`config.mk`:
```
export PLATFORM = sky130hd
export DESIGN_NAME = pwacc_lock_ctrl
export DESIGN_NICKNAME = d
export VERILOG_FILES = /design/src/rtl/pwacc_pkg.sv /design/src/rtl/pwacc_unlock_fsm.sv /design/src/rtl/pwacc_perm_eval.sv /design/src/rtl/pwacc_lock_ctrl.sv
export SDC_FILE = /design/constraint.sdc
export NUM_CORES = 1
export LEC_CHECK = 0
export ABC_CLOCK_PERIOD_IN_PS = 9050
export BUFFER_PORTS_ARGS = -buffer_cell sky130_fd_sc_hd__buf_2
export CAP_MARGIN = 20
export CORE_ASPECT_RATIO = 0.75
export CORE_MARGIN = 2
export CORE_UTILIZATION = 40
export CTS_BUF_LIST = sky130_fd_sc_hd__clkbuf_8
export DETAILED_ROUTE_END_ITERATION = 16
export PLACE_DENSITY = 0.6
export SLEW_MARGIN = 20
export SYNTH_ARGS = -nofsm -noshare
export SYNTH_HDL_FRONTEND = slang
export SYNTH_SLANG_ARGS = --single-unit
```
`constraint.sdc`:
```
create_clock -name clk -period 9.05 [get_ports clk]
set_input_delay 0 -clock clk [delete_from_list [all_inputs] [get_ports clk]]
set_output_delay 0 -clock clk [all_outputs]
set_load 0.05 [all_outputs]
```
`src/rtl/pwacc_pkg.sv`:
```
package pwacc_pkg;

    localparam int PW_WORDS = 3;

    typedef enum logic [2:0] {
        RA_SEL  = 3'd0,
        RA_PW0  = 3'd1,
        RA_PW1  = 3'd2,
        RA_PW2  = 3'd3,
        RA_UNLK = 3'd4,
        RA_PROT = 3'd5,
        RA_HIDE = 3'd6,
        RA_RSVD = 3'd7
    } reg_addr_e;

    typedef enum logic [1:0] {
        PM_OPEN_RW   = 2'd0,
        PM_KEY_ONLY  = 2'd1,
        PM_READ_ONLY = 2'd2,
        PM_BLOCKED   = 2'd3
    } prot_mode_e;

    typedef struct packed {
        logic       sup_only;
        logic [1:0] mode;
    } prot_t;

    typedef enum logic [1:0] {
        SQ_IDLE = 2'd0,
        SQ_ONE  = 2'd1,
        SQ_TWO  = 2'd2,
        SQ_BAD  = 2'd3
    } seq_e;

endpackage

```
`src/rtl/pwacc_unlock_fsm.sv`:
```
module pwacc_unlock_fsm
    import pwacc_pkg::*;
(
    input  logic       clk,
    input  logic       rst_n,
    input  logic       restart,
    input  logic       word_vld,
    input  logic       word_hit,
    input  logic [1:0] pw_len,
    output logic [1:0] depth,
    output logic       unlock_now
);

    seq_e st_q, st_nxt;

    // state register
    always_ff @(posedge clk or negedge rst_n) begin
        if (!rst_n) st_q <= SQ_IDLE;
        else        st_q <= st_nxt;
    end

    // next state
    always_comb begin
        st_nxt = st_q;
        if (restart) begin
            st_nxt = SQ_IDLE;
        end else if (word_vld) begin
            unique case (st_q)
                SQ_IDLE: st_nxt = !word_hit ? SQ_BAD : ((pw_len == 2'd1) ? SQ_IDLE : SQ_ONE);
                SQ_ONE:  st_nxt = !word_hit ? SQ_BAD : ((pw_len == 2'd2) ? SQ_IDLE : SQ_TWO);
                SQ_TWO:  st_nxt = !word_hit ? SQ_BAD : SQ_IDLE;
                SQ_BAD:  st_nxt = SQ_BAD;
                default: st_nxt = SQ_BAD;
            endcase
        end
    end

    // outputs
    always_comb begin
        unique case (st_q)
            SQ_ONE:  depth = 2'd1;
            SQ_TWO:  depth = 2'd2;
            default: depth = 2'd0;
        endcase
        unlock_now = word_vld && !restart && word_hit && (st_q != SQ_BAD)
                     && (2'(depth + 2'd1) == pw_len);
    end

    AST_SEQ_RESTART: assert property (@(posedge clk) disable iff (!rst_n)
        restart |=> (st_q == SQ_IDLE));
    AST_BAD_HOLDS: assert property (@(posedge clk) disable iff (!rst_n)
        (st_q == SQ_BAD && !restart) |=> (st_q == SQ_BAD));
    AST_UNLOCK_NOT_BAD: assert property (@(posedge clk) disable iff (!rst_n)
        unlock_now |=> (st_q == SQ_IDLE));

endmodule

```
`src/rtl/pwacc_perm_eval.sv`:
```
module pwacc_perm_eval
    import pwacc_pkg::*;
(
    input  logic  blk0_sel,
    input  logic  blk0_open,
    input  logic  hidden,
    input  prot_t own_prot,
    input  prot_t glob_prot,
    input  logic  own_has_pw,
    input  logic  own_open,
    input  logic  priv,
    output logic  rd_ok,
    output logic  wr_ok
);

    logic [1:0] eff_mode;
    logic       eff_sup;
    logic       locked;
    logic       deny;
    logic       base_rd, base_wr;

    always_comb begin
        eff_mode = own_prot.mode | (blk0_sel ? 2'b00 : glob_prot.mode);
        eff_sup  = own_prot.sup_only | (!blk0_sel && glob_prot.sup_only);
        locked   = own_has_pw && !own_open;
        unique case (prot_mode_e'(eff_mode))
            PM_OPEN_RW: begin
                base_rd = 1'b1;
                base_wr = !locked;
            end
            PM_KEY_ONLY: begin
                base_rd = own_has_pw && own_open;
                base_wr = own_has_pw && own_open;
            end
            PM_READ_ONLY: begin
                base_rd = !locked;
                base_wr = 1'b0;
            end
            default: begin
                base_rd = 1'b0;
                base_wr = 1'b0;
            end
        endcase
        deny  = (!blk0_sel && !blk0_open) || hidden || (eff_sup && !priv);
        rd_ok = base_rd && !deny;
        wr_ok = base_wr && !deny;
    end

endmodule

```
`src/rtl/pwacc_lock_ctrl.sv`:
```
module pwacc_lock_ctrl
    import pwacc_pkg::*;
#(
    parameter int NUM_BLK = 4,
    parameter int DATA_W  = 32
) (
    input  logic              clk,
    input  logic              rst_n,
    input  logic              reg_wr,
    input  logic [2:0]        reg_addr,
    input  logic [DATA_W-1:0] reg_wdata,
    output logic [DATA_W-1:0] reg_rdata,
    input  logic              req_priv,
    output logic              acc_rd_ok,
    output logic              acc_wr_ok,
    output logic              blk_open,
    output logic              cfg_err
);

    localparam int SEL_W = (NUM_BLK > 1) ? $clog2(NUM_BLK) : 1;
    localparam int LEN_W = 2;

    logic [SEL_W-1:0]  sel_q;
    logic [DATA_W-1:0] pw_q  [NUM_BLK][PW_WORDS];
    logic [LEN_W-1:0]  len_q [NUM_BLK];
    logic              unl_q [NUM_BLK];
    prot_t             prot_q[NUM_BLK];
    logic [NUM_BLK-1:0] hid_q;
    logic              err_q;
    logic              pw_open_q;

    logic [NUM_BLK-1:0] has_pw, open_v;

    reg_addr_e         ra;
    logic              wr_sel, wr_pw, wr_unl, wr_prot, wr_hide;
    logic              is_ones, sel_ok, pw_ok, prot_ok, hide_ok;
    logic [1:0]        pw_k;
    logic [LEN_W-1:0]  cur_len;
    logic [1:0]        seq_depth, exp_idx;
    logic [DATA_W-1:0] exp_w;
    logic [NUM_BLK-1:0] hmask;
    logic              seq_restart, seq_word_vld, seq_unlock;
    logic              lock_one, lock_all;

    // ---------------- decode ----------------
    always_comb begin
        ra      = reg_addr_e'(reg_addr);
        wr_sel  = reg_wr && (ra == RA_SEL);
        wr_pw   = reg_wr && ((ra == RA_PW0) || (ra == RA_PW1) || (ra == RA_PW2));
        wr_unl  = reg_wr && (ra == RA_UNLK);
        wr_prot = reg_wr && (ra == RA_PROT);
        wr_hide = reg_wr && (ra == RA_HIDE);
        is_ones = &reg_wdata;
        pw_k    = reg_addr[1:0] - 2'd1;
        cur_len = len_q[sel_q];
        sel_ok  = reg_wdata < DATA_W'(NUM_BLK);
        pw_ok   = wr_pw && !is_ones && (cur_len == pw_k) && ((pw_k == 2'd0) || pw_open_q);
        prot_ok = open_v[sel_q] && ((sel_q == '0) || open_v[0]);
        hmask   = reg_wdata[NUM_BLK-1:0];
        hide_ok = $onehot(hmask) && !hmask[0] && ((reg_wdata >> NUM_BLK) == '0);
        exp_idx = cur_len - 2'd1 - seq_depth;
        case (exp_idx)
            2'd2:    exp_w = pw_q[sel_q][2];
            2'd1:    exp_w = pw_q[sel_q][1];
            default: exp_w = pw_q[sel_q][0];
        endcase
        seq_restart  = (wr_unl && is_ones) || (wr_sel && sel_ok);
        seq_word_vld = wr_unl && !is_ones && has_pw[sel_q];
        lock_one     = wr_unl && is_ones;
        lock_all     = lock_one && (sel_q == '0);
    end

    pwacc_unlock_fsm u_seq (
        .clk        (clk),
        .rst_n      (rst_n),
        .restart    (seq_restart),
        .word_vld   (seq_word_vld),
        .word_hit   (reg_wdata == exp_w),
        .pw_len     (cur_len),
        .depth      (seq_depth),
        .unlock_now (seq_unlock)
    );

    // ---------------- global registers ----------------
    always_ff @(posedge clk or negedge rst_n) begin
        if (!rst_n) begin
            sel_q     <= '0;
            hid_q     <= '0;
            err_q     <= 1'b0;
            pw_open_q <= 1'b0;
        end else begin
            if (wr_sel && sel_ok) sel_q <= reg_wdata[SEL_W-1:0];
            if (wr_hide && hide_ok) hid_q <= hid_q | hmask;
            if (reg_wr) begin
                err_q <= (wr_sel && !sel_ok) || (wr_pw && !pw_ok)
                       || (wr_prot && !prot_ok) || (wr_hide && !hide_ok);
                pw_open_q <= pw_ok && (pw_k != 2'd2);
            end
        end
    end

    // ---------------- per-block registers ----------------
    always_ff @(posedge clk or negedge rst_n) begin
        if (!rst_n) begin
            for (int b = 0; b < NUM_BLK; b++) begin
                len_q[b]  <= '0;
                unl_q[b]  <= 1'b0;
                prot_q[b] <= '0;
                for (int w = 0; w < PW_WORDS; w++) pw_q[b][w] <= '0;
            end
        end else begin
            for (int b = 0; b < NUM_BLK; b++) begin
                if (pw_ok && (sel_q == SEL_W'(b))) begin
                    pw_q[b][pw_k] <= reg_wdata;
                    len_q[b]      <= len_q[b] + 1'b1;
                    unl_q[b]      <= 1'b1;
                end else if (seq_unlock && (sel_q == SEL_W'(b))) begin
                    unl_q[b] <= 1'b1;
                end else if (lock_all || (lock_one && (sel_q == SEL_W'(b)))) begin
                    unl_q[b] <= 1'b0;
                end
                if (wr_prot && prot_ok && (sel_q == SEL_W'(b)))
                    prot_q[b] <= prot_t'(reg_wdata[2:0]);
            end
        end
    end

    for (genvar b = 0; b < NUM_BLK; b++) begin : g_blk
        assign has_pw[b] = (len_q[b] != '0);
        assign open_v[b] = !has_pw[b] || unl_q[b];

        AST_PW_NOT_ONES: assert property (@(posedge clk) disable iff (!rst_n)
            has_pw[b] |-> (pw_q[b][0] != '1));
        AST_PW_FROZEN: assert property (@(posedge clk) disable iff (!rst_n)
            has_pw[b] |=> (pw_q[b][0] == $past(pw_q[b][0])));
        AST_UNLOCK_NEXT: assert property (@(posedge clk) disable iff (!rst_n)
            (seq_unlock && sel_q == SEL_W'(b)) |=> open_v[b]);
    end

    // ---------------- verdict ----------------
    pwacc_perm_eval u_perm (
        .blk0_sel   (sel_q == '0),
        .blk0_open  (open_v[0]),
        .hidden     (hid_q[sel_q]),
        .own_prot   (prot_q[sel_q]),
        .glob_prot  (prot_q[0]),
        .own_has_pw (has_pw[sel_q]),
        .own_open   (open_v[sel_q]),
        .priv       (req_priv),
        .rd_ok      (acc_rd_ok),
        .wr_ok      (acc_wr_ok)
    );

    assign blk_open = open_v[sel_q];
    assign cfg_err  = err_q;

    always_comb begin
        reg_rdata = '0;
        case (ra)
            RA_SEL:  reg_rdata = DATA_W'(sel_q);
            RA_UNLK: reg_rdata[0] = open_v[sel_q];
            RA_PROT: reg_rdata[2:0] = prot_q[sel_q];
            RA_HIDE: reg_rdata[NUM_BLK-1:0] = hid_q;
            default: reg_rdata = '0;
        endcase
    end

    AST_GATE_BLK0: assert property (@(posedge clk) disable iff (!rst_n)
        (sel_q != '0 && !open_v[0]) |-> (!acc_rd_ok && !acc_wr_ok));
    AST_WR_NEEDS_RD: assert property (@(posedge clk) disable iff (!rst_n)
        acc_wr_ok |-> acc_rd_ok);
    AST_HIDE_STICKY: assert property (@(posedge clk) disable iff (!rst_n)
        1'b1 |=> ((hid_q & $past(hid_q)) == $past(hid_q)));
    AST_HIDDEN_DENY: assert property (@(posedge clk) disable iff (!rst_n)
        hid_q[sel_q] |-> (!acc_rd_ok && !acc_wr_ok));

endmodule

```
==> flow_summary.json <==
{
  "startpoint_type": "flip-flop",
  "gp_congestion": 0.8771,
  "violations": "negative hold slack",
  "holdWs_ps": -14.93,
  "synth_edf_count": 0,
  "timing.rr.start": "sel_q[0]",
  "fin_nets": 1694,
  "yosys_warnings": 0,
  "syn_area_um2": 20670,
  "fin_skew_ps": 22.52,
  "finalHoldViolations": 4,
  "ys_ff_latch": 418,
  "synth_seq_area_share_pct": 50.61,
  "maxCapViolCount": 0,
  "seqPwrFrac_pct": 39.9,
  "max_freq_mhz": 176.4,
  "finalCritPeriodShare_pct": 62.65,
  "synthXorXnorAreaFrac_pct": 1.780,
  "slowest_stage": "dfrtp_4",
  "hpwl_mm": 33.83,
  "power_frac_comb_pct": 28.3,
  "vias": 13240,
  "critPathMaxFanout": 24,
  "synthFlopType": "dfrtp_1",
  "synth_mux_area_share_pct": 30.01,
  "start_util_pct": 40.32,
  "n_antenna_cell": 0,
  "synthCells": 1596,
  "grt.overflow.total": 0,
  "vias_per_cell": 5.642,
  "p_leak_nw": 10.70,
  "insertion_delay_ps": 620,
  "critPathMaxStageDelay_ps": 740,
  "worstPathRequired_ps": 9540,
  "cts_setup_buffers": 0,
  "power.switching_mw": 1.737,
  "drt-initial-drc-count": 957,
  "pwr-share-clk_pct": 31.8,
  "area_growth_pct": 10.89,
  "cts_tree": "yes",
  "synth_compound_area_share_pct": 5.988,
  "async_reset_ff_share_pct": 100.0,
  "end_kind": "flip-flop",
  "cts.sinks": 418,
  "drtPass1Iterations": 7,
  "tightest_slew_ps": 957.4,
  "p_int_mw": 3.216,
  "fin_crit_ps": 5670,
  "drive_gt1_share_pct": 35.36,
  "fp.dieH_um": 200.8,
  "critical_path_class": "flip-flop to flip-flop",
  "finalPower_mw": 4.953,
  "core_um2": 51260,
  "grt_antenna_before_repair": 1,
  "p_sw_share_pct": 35.07,
  "avgSynthCellArea_um2": 12.95,
  "die_area_um2": 53520,
  "cts_made_buffers": 68,
  "rows": 72,
  "drc": 0,
  "wl_per_cell_um": 23.02,
  "outcome": "finished with violations",
  "ir_worst_vdd_uv": 203.5,
  "die_x_um": 266.5,
  "synth-adder-area-share_pct": 1.368,
  "port_buffers": 46,
  "slew_violations": 0,
  "yosysUniqueCellTypes": 65,
  "postRouteAntennaNets": 0,
  "dpl_cell_area_um2": 21210,
  "path_clk_slew_ps": 70,
  "worstPathCellList": "mux4_2, ha_1, xnor2_1, xor2_1, inv_1, ha_1, nand2b_1, o22ai_1, nor2_1, xnor2_1, o41a_1, or4_1, nor4_2, o21ai_0",
  "stdcell_area_um2": 22920,
  "grt_pass1_wl_mm": 82.92,
  "finalSetupTns_ps": 0,
  "worstSetupStartpoint": "sel_q[0]",
  "r2r_cells": 14,
  "totalWireLength_mm": 54.00,
  "htree_levels": 3,
  "power_density_nw_per_um2": 216.1,
  "setup_viol": 0,
  "cp.arrival_ps": 6160,
  "grt_usage_pct": 20.40,
  "num_io_pins": 75,
  "post_cts_resized": 0,
  "synth_top_family_by_area": "multiplexers",
  "grt_pass1_vias": 13380,
  "maxSlewHeadroom_pct": 36.18,
  "synth-simple-area-share_pct": 5.509,
  "hold_path.class": "input port to async pin",
  "postCtsHoldBufs": 40,
  "cts_root_buf": "clkbuf_8",
  "cts_max_path_buffers": 3,
  "grt_start_max_net_pins": 184,
  "rsz0062_at_grt": "no"
}
## area by class of cell
| cell class | instances | area [µm²] |
|---|---|---|
| clock inverter | 35 | 150.1 |
| inverter | 28 | 105.1 |
| fill | 4648 | 28340 |
| timing repair buffer | 108 | 854.6 |
| tap | 666 | 833.3 |
| multi-input combinational | 1009 | 9378 |
| sequential | 418 | 10470 |
| clock buffer | 82 | 1129 |
## power by group through the flow
stage / Clock (mW) / Combinational [mW] / Sequential (mW)
floorplan: 0 / 0.997 / 2.00
global placement: 0 / 1.33 / 2.01
detailed placement: 0 / 1.36 / 2.01
CTS: 1.62 / 1.37 / 1.98
global route: 1.71 / 1.51 / 1.98
finish: 1.58 / 1.40 / 1.98
## synthesized netlist by cell type (all sizes together), types with 26 or more instances
| cell | n | share of area, % |
|---|---|---|
| nand2 | 77 | 1.4 |
| xnor2 | 28 | 1.2 |
| inv | 28 | 0.51 |
| o21ai | 71 | 1.7 |
| dfrtp | 418 | 51 |
| nand3 | 26 | 0.63 |
| nor2 | 35 | 0.64 |
| o22ai | 36 | 1.1 |
| mux4 | 62 | 6.8 |
| mux2i | 78 | 3.8 |
| mux2 | 357 | 19 |
| buf | 93 | 2.8 |
| clkbuf | 75 | 1.4 |
## flip-flops by register name, summed over array words and instances, names as in the netlist
name and flops:
len_q 8, prot_q 12, pw_open_q 1, sel_q 2, cfg_err 1, u_seq.st_q 2
unl_q 4, hid_q 4, pw_q 384
## cells in the final DEF (no fill, tap or decap), types with 3 or more instances in the layout
cell type,netlist,layout
a21o_1,6,6
nand2b_1,12,12
xor2_1,14,14
clkbuf_8,0,82
nand3b_1,3,3
conb_1,1,28
nor4_1,13,13
buf_2,47,45
or4_1,6,6
dfrtp_1,418,416
a211oi_1,7,7
a211o_1,5,5
ha_1,21,21
and3_1,5,5
o21a_1,3,3
o211ai_1,3,3
o31ai_1,9,9
nor3_1,8,8
buf_4,37,18
mux2i_1,78,78
a21oi_1,16,16
nand3_1,26,17
o22ai_1,36,36
inv_1,28,58
or2_2,4,4
nand3_2,0,9
a22oi_1,11,11
nand2_1,75,75
o32ai_1,3,3
nand4_1,16,16
xnor2_1,28,28
mux2_2,357,357
or3_1,4,4
o21ai_0,71,71
nor2_1,35,35
dlygate4sd3_1,0,40
nor2b_1,8,8
mux4_2,61,61
## stage by stage
| step | utilization (%) | hold WS (ps) | instances | setup WS [ps] |
|---|---|---|---|---|
| after CTS | 44.65 | 8.061 | 2345 | 3444 |
| after global routing | 44.71 | 53.26 | 2346 | 3025 |
| after floorplan | - | -295.6 | 1623 | 4883 |
| final | 44.71 | -14.93 | 2346 | 3380 |
| after detailed placement | 41.37 | 77.36 | 2188 | 3470 |
| after global placement | 41.37 | 74.17 | 2188 | 3608 |
## critical path: cells and delay by family, from the launching register on
| family | cells | cell delay, ps |
|---|---|---|
| simple gates | 4 | 1770 |
| fa+ha+maj | 2 | 970 |
| compound gates | 3 | 900 |
| flops | 1 | 740 |
| mux | 1 | 650 |
| xor+xnor | 3 | 430 |
| buf+inv | 1 | 70 |
## final timing paths
path,endpoint,slack (ps)
min in group clk,pw_open_q,240
min reg2reg,hid_q[0],410
max,u_seq.st_q[1],3380
min,pw_q[67],-10
max in group asynchronous,pw_q[185],6630
max reg2reg,u_seq.st_q[1],3380
## per-layer routing
| metal | global-route usage, % | up-vias | part of all wire, % |
|---|---|---|---|
| met1 | 30.80 | 6934 | 49 |
| met4 | 5.297 | 2 | 1.8 |
| li1 | - | 5839 | - |
| met3 | 5.164 | 76 | 6.7 |
| met2 | 28.94 | 386 | 43 |
| met5 | 1.261 | - | 0.17 |
## cells by family (layout without fill, tap and decap cells)
logic type	Yosys count	after routing
muxes	497	497
buffers and inverters	196	253
AOI/OAI and AO/OA	194	194
adders and majority gates	22	22
other	1	28
and+or+nand+nor	226	226
DFF	418	418
xor gates and xnor gates	42	42
Note: power is estimated with default switching activity, not from simulation.
